<file path="src/rtl/stepidx_pkg.sv">
package stepidx_pkg;

    localparam int IDX_W    = 5;
    localparam int CUR_W    = 8;
    localparam int POSITIONS = 1 << IDX_W;
    localparam int QUAD_POS  = POSITIONS / 4;
    localparam int MAG_W     = $clog2(QUAD_POS + 1);

    typedef logic [IDX_W-1:0]        idx_t;
    typedef logic signed [CUR_W-1:0] cur_t;
    typedef logic [MAG_W-1:0]        qoff_t;

    typedef enum logic [1:0] {
        RES_FULL    = 2'b00,
        RES_HALF    = 2'b01,
        RES_QUARTER = 2'b10,
        RES_EIGHTH  = 2'b11
    } res_e;

    typedef struct packed {
        cur_t coil_a;
        cur_t coil_b;
    } coil_pair_t;

    // magnitude of cos at k quarter-table steps (k = 0..8)
    function automatic cur_t quad_mag(qoff_t k);
        case (k)
            qoff_t'(0): return cur_t'(100);
            qoff_t'(1): return cur_t'(98);
            qoff_t'(2): return cur_t'(92);
            qoff_t'(3): return cur_t'(83);
            qoff_t'(4): return cur_t'(71);
            qoff_t'(5): return cur_t'(56);
            qoff_t'(6): return cur_t'(38);
            qoff_t'(7): return cur_t'(20);
            default:    return cur_t'(0);
        endcase
    endfunction

    function automatic cur_t cos_code(idx_t i);
        logic [1:0] quad;
        qoff_t      near_k;
        qoff_t      far_k;
        quad   = i[IDX_W-1 -: 2];
        near_k = qoff_t'(i[IDX_W-3:0]);
        far_k  = qoff_t'(QUAD_POS) - near_k;
        case (quad)
            2'd0:    return  quad_mag(near_k);
            2'd1:    return -quad_mag(far_k);
            2'd2:    return -quad_mag(near_k);
            default: return  quad_mag(far_k);
        endcase
    endfunction

    function automatic idx_t stride_of(res_e r);
        case (r)
            RES_FULL:    return idx_t'(QUAD_POS);
            RES_HALF:    return idx_t'(QUAD_POS / 2);
            RES_QUARTER: return idx_t'(QUAD_POS / 4);
            default:     return idx_t'(QUAD_POS / 8);
        endcase
    endfunction

endpackage

</file>
<file path="src/rtl/stepidx_edge.sv">
module stepidx_edge #(
    parameter int STAGES = 2
) (
    input  logic clk,
    input  logic rst,
    input  logic din,
    output logic rise
);
    logic [STAGES-1:0] sync_q;
    logic              last_q;

    // reset to ones: a level already high at release is not an edge
    always_ff @(posedge clk) begin
        if (rst) begin
            sync_q <= '1;
            last_q <= 1'b1;
        end else begin
            sync_q <= {sync_q[STAGES-2:0], din};
            last_q <= sync_q[STAGES-1];
        end
    end

    assign rise = sync_q[STAGES-1] & ~last_q;
endmodule

</file>
<file path="src/rtl/stepidx_pos.sv">
module stepidx_pos
    import stepidx_pkg::*;
#(
    parameter int HOME_IDX = 4
) (
    input  logic clk,
    input  logic rst,
    input  logic advance,
    input  logic dir_up,
    input  res_e res,
    output idx_t idx,
    output logic moved
);
    idx_t step_sz;
    idx_t idx_next;

    always_comb begin
        step_sz  = stride_of(res);
        idx_next = dir_up ? (idx + step_sz) : (idx - step_sz);
    end

    always_ff @(posedge clk) begin
        if (rst) begin
            idx   <= idx_t'(HOME_IDX);
            moved <= 1'b0;
        end else begin
            moved <= advance;
            if (advance) idx <= idx_next;
        end
    end
endmodule

</file>
<file path="src/rtl/stepidx_lut.sv">
module stepidx_lut
    import stepidx_pkg::*;
(
    input  idx_t       idx,
    output coil_pair_t pair
);
    idx_t idx_lag;

    always_comb begin
        idx_lag     = idx - idx_t'(QUAD_POS);
        pair.coil_a = cos_code(idx);
        pair.coil_b = cos_code(idx_lag);
    end
endmodule

</file>
<file path="src/rtl/stepidx_top.sv">
module stepidx_top
    import stepidx_pkg::*;
#(
    parameter int SYNC_STAGES = 2,
    parameter int HOME_IDX    = 4
) (
    input  logic             clk,
    input  logic             rst,
    input  logic             step_in,
    input  logic             dir_in,
    input  logic [1:0]       mode_in,
    output logic [IDX_W-1:0] idx_o,
    output logic signed [CUR_W-1:0] cur_a_o,
    output logic signed [CUR_W-1:0] cur_b_o,
    output logic             home_n_o,
    output logic             moved_o
);
    logic       step_rise;
    idx_t       pos;
    coil_pair_t pair;

    stepidx_edge #(.STAGES(SYNC_STAGES)) u_edge (
        .clk  (clk),
        .rst  (rst),
        .din  (step_in),
        .rise (step_rise)
    );

    stepidx_pos #(.HOME_IDX(HOME_IDX)) u_pos (
        .clk     (clk),
        .rst     (rst),
        .advance (step_rise),
        .dir_up  (dir_in),
        .res     (res_e'(mode_in)),
        .idx     (pos),
        .moved   (moved_o)
    );

    stepidx_lut u_lut (
        .idx  (pos),
        .pair (pair)
    );

    assign idx_o    = pos;
    assign cur_a_o  = pair.coil_a;
    assign cur_b_o  = pair.coil_b;
    assign home_n_o = (pos != idx_t'(HOME_IDX));
endmodule

</file>
<file path="config.mk">
export PLATFORM = sky130hd
export DESIGN_NAME = stepidx_top
export DESIGN_NICKNAME = d
export VERILOG_FILES = /design/src/rtl/stepidx_pkg.sv /design/src/rtl/stepidx_edge.sv /design/src/rtl/stepidx_pos.sv /design/src/rtl/stepidx_lut.sv /design/src/rtl/stepidx_top.sv
export SDC_FILE = /design/constraint.sdc
export NUM_CORES = 1
export LEC_CHECK = 0
export ABC_AREA = 1
export BUFFER_PORTS_ARGS = -buffer_cell sky130_fd_sc_hd__buf_2
export CELL_PAD_IN_SITES_DETAIL_PLACEMENT = 1
export CELL_PAD_IN_SITES_GLOBAL_PLACEMENT = 2
export CORE_MARGIN = 5
export CORE_UTILIZATION = 31
export CTS_BUF_LIST = sky130_fd_sc_hd__clkbuf_2
export DETAILED_ROUTE_END_ITERATION = 6
export PLACE_DENSITY = 0.79
export SETUP_SLACK_MARGIN = 0.2
export SYNTH_ARGS = -nofsm -noshare
export SYNTH_HDL_FRONTEND = slang
export SYNTH_SLANG_ARGS = --single-unit
export TNS_END_PERCENT = 100
</file>
<file path="constraint.sdc">
create_clock -name clk -period 3.2 [get_ports clk]
set_input_delay 0.32 -clock clk [delete_from_list [all_inputs] [get_ports clk]]
set_output_delay 0.32 -clock clk [all_outputs]
set_load 0.05 [all_outputs]
</file>
### Word-level counts from Yosys, hierarchy flattened

Memory sizes are Yosys's and may differ from the RTL's. A register that Yosys moved wholly into a read port is not among the register bits.
Cells that the tools add are included.

* bits in registers: 9
* ROM bits: 448
* input bits: 6
* output and inout bits: 23
* logic and storage cells: 49
* memories: 8

* $add $sub $neg: 9
* eq/ne operators: 7
* mux-type cells: 16
* bitwise logic cells: 2
* reduce and logical (&&, ||, !) cells: 3

Memory list
* (name not given): words 8, bits a word 7, read ports 1, clocked after memory_dff 1, wr ports 0, RTL line stepidx_pkg.sv:27 `case (k)`
* (name not given): words 8, bits a word 7, read ports 1, clocked after memory_dff 0, wr ports 0, RTL line stepidx_pkg.sv:27
* (name not given): words 8, bits a word 7, read ports 1, clocked after memory_dff 1, wr ports 0, RTL line stepidx_pkg.sv:27
* (name not given): words 8, bits a word 7, read ports 1, clocked after memory_dff 0, wr ports 0, RTL line stepidx_pkg.sv:27
* (name not given): words 8, bits a word 7, read ports 1, clocked after memory_dff 0, wr ports 0, RTL line stepidx_pkg.sv:27
* (name not given): words 8, bits a word 7, read ports 1, clocked after memory_dff 0, wr ports 0, RTL line stepidx_pkg.sv:27
* 2 more memories

Operators with widths (number)
* $mux W8: 8
* $pmux W8 S3: 2
* $neg A8 Y8: 4
* $mux W3: 4
* $pmux W4 S3: 1
* $sub A4 B3 Y4 const A: 2
* $eq A2 B1 Y1 const B: 3
* $eq A2 B2 Y1 const B: 3
* $logic_not A2 Y1: 3
* $add A5 B4 Y5: 1
* $mux W5: 1
* $ne A5 B3 Y1 const B: 1
* $sub A5 B4 Y5: 1
* $sub A5 B4 Y5 const B: 1
* $and A1 B1 Y1: 1
* $not A1 Y1: 1

### Logic depth before layout (Yosys ltp)

An unclocked memory read counts as a cell.

* depth after elaboration: 7
* gate-level depth with buffers: 15
* depth with buffers taken out: 15

### Hierarchy

From an unflattened synthesis, not the netlist that was laid out.

* cells, all modules: 247
* area total of the unflattened synthesis: 1401.3 µm²

Modules (own cells, without submodules)
* stepidx_lut: instances 1, cells an instance 174, area an instance 895.9 µm², sequential area each 0.0 µm²
* stepidx_pos: instances 1, cells an instance 59, area an instance 400.4 µm², sequential area each 120.1 µm²
* stepidx_edge: instances 1, cells an instance 11, area an instance 92.6 µm², sequential area each 60.1 µm²
* stepidx_top: instances 1, cells an instance 3, area an instance 12.5 µm², sequential area each 0.0 µm²

### Worst setup path after synthesis

No wires, ideal clock.

* kind: register to output
* start point: register u_pos.idx[1]
* end point: output cur_b_o[4]
* arrival time: 3.274 ns
* data required time: 2.880 ns
* path slack: -0.394 ns
* cell stages (with the launch flop): 14
* path buffers: 0
* cells stage by stage: dfxtp_1 inv_1 ha_1 inv_1 ha_1 inv_1 nand2_1 o21ai_0 nand2_2 ha_1 a21boi_2 nand3_1 nand3_1 a21oi_1

* longest elaborated chain between the ends: 7
* elaborated cells between the ends (all ways): 16
* those cells by class: add/sub (4); eq/ne (2); mux (5); reduce/logical (1); memory (4)

RTL lines
* start, declared: RTL line stepidx_pos.sv:11 `output idx_t idx,`
* start signal, assigned: RTL line stepidx_pos.sv:24 `idx <= idx_t'(HOME_IDX);`
* start signal, assigned: RTL line stepidx_pos.sv:28 `if (advance) idx <= idx_next;`
* $sub A5 B4 Y5 (*): RTL line stepidx_lut.sv:10 `idx_lag = idx - idx_t'(QUAD_POS);`
* $sub A4 B3 Y4: RTL line stepidx_pkg.sv:46 `far_k = qoff_t'(QUAD_POS) - near_k;`
* $mem_v2 Z8 W7
* $mux W8: RTL line stepidx_pkg.sv:27
* $mux W8: RTL line stepidx_pkg.sv:47 `case (quad)`
* $neg A8 Y8: RTL line stepidx_pkg.sv:49 `2'd1: return -quad_mag(far_k);`
* $pmux W8 S3 (*): RTL line stepidx_pkg.sv:47
* end, declared: RTL line stepidx_top.sv:14 `output logic signed [CUR_W-1:0] cur_b_o,`

Mark *: on every way between the ends. The rest lies on a longest branch, timed or not. The select of a mux whose other input is x is not followed.

### Worst setup path after layout

* start point: register u_pos.idx[0]
* end point: output cur_b_o[4]

Same word-level chain as after synthesis.

==> results.cfg <==
[detailed_routing]
detail_route.wirelength.met1_um = 2590
wl_um = 5420
routedWlPerCell_um = 14.0
drt-pass1-iter-count = 4
met3_length_um = 116
vias_per_cell = 4.81
wl_met2_um = 2660
detail_route.drc_violations = 0
drtIter0Drc = 82
routed.top_layer = met4
detail-route-antenna-nets = 0
vias = 1855

[setup_path]
startpoint_type = flop
r2r_slack_ns = 0.92
crit_fanout = 12
critPathKind = reg2out
ff2ff_path_depth = 9
worstPathRequired_ns = 2.88
end_kind = primary output
reg2reg_from = u_pos.idx[0]
worst_ep_arrival_time_ns = 2.47

[synth]
synth_area_leaders = dfxtp_1 (18%), ha_1 (16%), nand2_1 (14%)
yosys_register_bits = 16
synth_area_leader_cell = dfxtp_1
synth_most_common_cell = nand2_1
syn_area_per_cell_um2 = 6.32
syn_nets = 308
synthAdderAreaFrac_pct = 17.5
yosys.cell_types.count = 32
syn_inst = 278
synthMuxAreaShare_pct = 0
synth_top_family_by_area = simple AND/OR/NAND/NOR gates
yosys_most_used_dff = dfxtp_1
synth_edf_count = 0
synthXorXnorAreaFrac_pct = 0.996
synthesis.area_um2 = 1760
yosysTopAreaCellShare_pct = 18.2
yosysSeqAreaShare_pct = 18.2
synth_compound_area_share_pct = 16.7
synth_simple_gate_area_share_pct = 35.2
synthTopCellsByCount = nand2_1 (67), inv_1 (39), nor2_1 (24)
yosysWarnings = 0
async_flop_share_pct = 0

[cts]
clock_sinks = 16
cts_buffer_depth = 2
root_buffer = clkbuf_2
clkTransAtPathRegs_ns = 0.15
cts_made_buffers = 3
htree_levels = 1
cts.hold.buffers_added = 0
insertion_delay_ns = 0.29
cts_tree = yes

[die]
pin_count = 29
die_x_um = 85.3
rows = 27
die_h_um = 85.3
die-area_um2 = 7280
start_util_pct = 31.9
core_area_um2 = 5510

[status]
status = completed

[sta]
relSlewSlack_pct = 60.8
period_share_pct = 87.2
tightest_slew_ns = 0.586
grt_setup_unrepaired = no
post-route-min-period_ns = 2.79
finalClockSkew_ns = 0.0121
fmax_ghz = 0.358
hold_viol_final = 0
fin_ws_ns = 0.410
final_max_slew_viol_count = 0
setup_viol = 0
finalSetupTns_ns = 0

[global_route]
grt_pass1_vias = 1915
gr-usage-all-layers_pct = 15.3
grt_max_degree = 14
antenna_found_initial = 0
overflow = 0
grt_pass1_wl_um = 9030

[layout]
post_layout_nonfiller_instances = 386
diodes = 0
fin_nets = 346
synthToLayoutAreaGrowth_pct = 20.3
final_cell_area_um2 = 2110
drive_above_1_share_pct = 23.9

[pwr]
p_per_area_nw_per_um2 = 262
peakVddDrop_mv = 0.171
p_leak_nw = 1.11
total_power_w = 0.000554

[placed_design]
gp_congestion = 0.856
dp_hpwl_um = 4450
dp.cells = 379
post_dp_cell_area_um2 = 2010
io_buffers = 28
place_ws_ns = 0.263

[min_path]
min_path_cells = 2
hold_class = in2reg
hold_end = u_edge.sync_q[0]
worstHoldStart = step_in

[run]
maxCapViolCount = 0
[kinds of logic after synthesis]
| family | count (synthesis) |
|---|---|
| AND/OR/NAND/NOR | 136 |
| AO/OA/AOI/OAI | 51 |
| buffers and inverters | 49 |
| adder cells (fa/ha/maj) | 24 |
| flip-flops | 16 |
| XOR/XNOR | 2 |
[cell type report]
class,count,area (um^2)
Fill cell,757,3390
Timing Repair Buffer,36,218
Tap cell,72,90.1
Sequential cell,16,327
Inverter,46,180
Clock buffer,3,15.0
Multi-Input combinational cell,213,1280
[per-layer routing]
layer  vias up  GRT usage [%]
met5         -              0
met4         0           3.88
met3         4           1.36
met2        20           27.3
met1       855           19.8
li1        976              -
[metrics by stage]
step	hold slack, ns	utilization [%]
floorplan	0.389	-
detailed placement	0.404	36.4
finish	0.212	38.4
global route	0.201	38.4
global placement	0.391	36.4
CTS	0.204	37.3
[how the worst max path moves through the flow]
stage | startpoint | to | slack, ns | cells past startpoint
5_1_grt | u_pos.idx[0] | cur_b_o[4] | 0.20 | 15
3_3_place_gp | u_pos.idx[0] | cur_b_o[6] | 0.36 | 13
2_1_floorplan | u_pos.idx[1] | cur_a_o[2] | 0.18 | 9
4_1_cts | u_pos.idx[0] | cur_b_o[6] | 0.22 | 14
6_report | u_pos.idx[0] | cur_b_o[4] | 0.41 | 15
3_5_place_dp | u_pos.idx[0] | cur_b_o[6] | 0.26 | 13
[power by group]
group | leakage, nW | total [W] | switching, W | internal (W)
Clock | 0.0125 | 0.0000872 | 0.0000617 | 0.0000256
Sequential | 0.131 | 0.000214 | 0.00000783 | 0.000206
Combinational | 0.965 | 0.000253 | 0.000181 | 0.0000718
[placed cells by master (no fill, tap or decap), types with 2 or more instances in the layout]
cell / n
nor2_1: 24
a21oi_1: 14
dfxtp_1: 13
buf_2: 24
o2111ai_1: 4
buf_6: 2
nor2_2: 3
nand2_1: 67
inv_2: 9
o21ai_1: 5
inv_1: 36
nor3_1: 2
xor2_1: 2
nor2_4: 2
nand3_2: 2
nand2_2: 7
ha_4: 2
nand4_1: 6
dfxtp_2: 2
o21ai_0: 19
ha_1: 20
buf_4: 10
clkbuf_2: 3
nand3_1: 19
or2_2: 2
[critical path, cell delays in order, from the launching register on]
cell,delay [ns]
dfxtp_4,0.39
inv_8,0.10
ha_4,0.15
inv_2,0.06
ha_4,0.27
inv_2,0.05
nand2_1,0.05
o21ai_1,0.07
nand2_2,0.10
ha_2,0.18
a21boi_4,0.18
nand2_1,0.08
nand2_1,0.08
nand3_1,0.09
a21oi_2,0.16
buf_6,0.17
[timing repair]
action	4_1_cts	5_1_grt
setup buffers	1	3
pin swaps	0	2
resized for setup	12	8
setup endpoints to repair	6	6
Power figures use the tool's default switching activity.
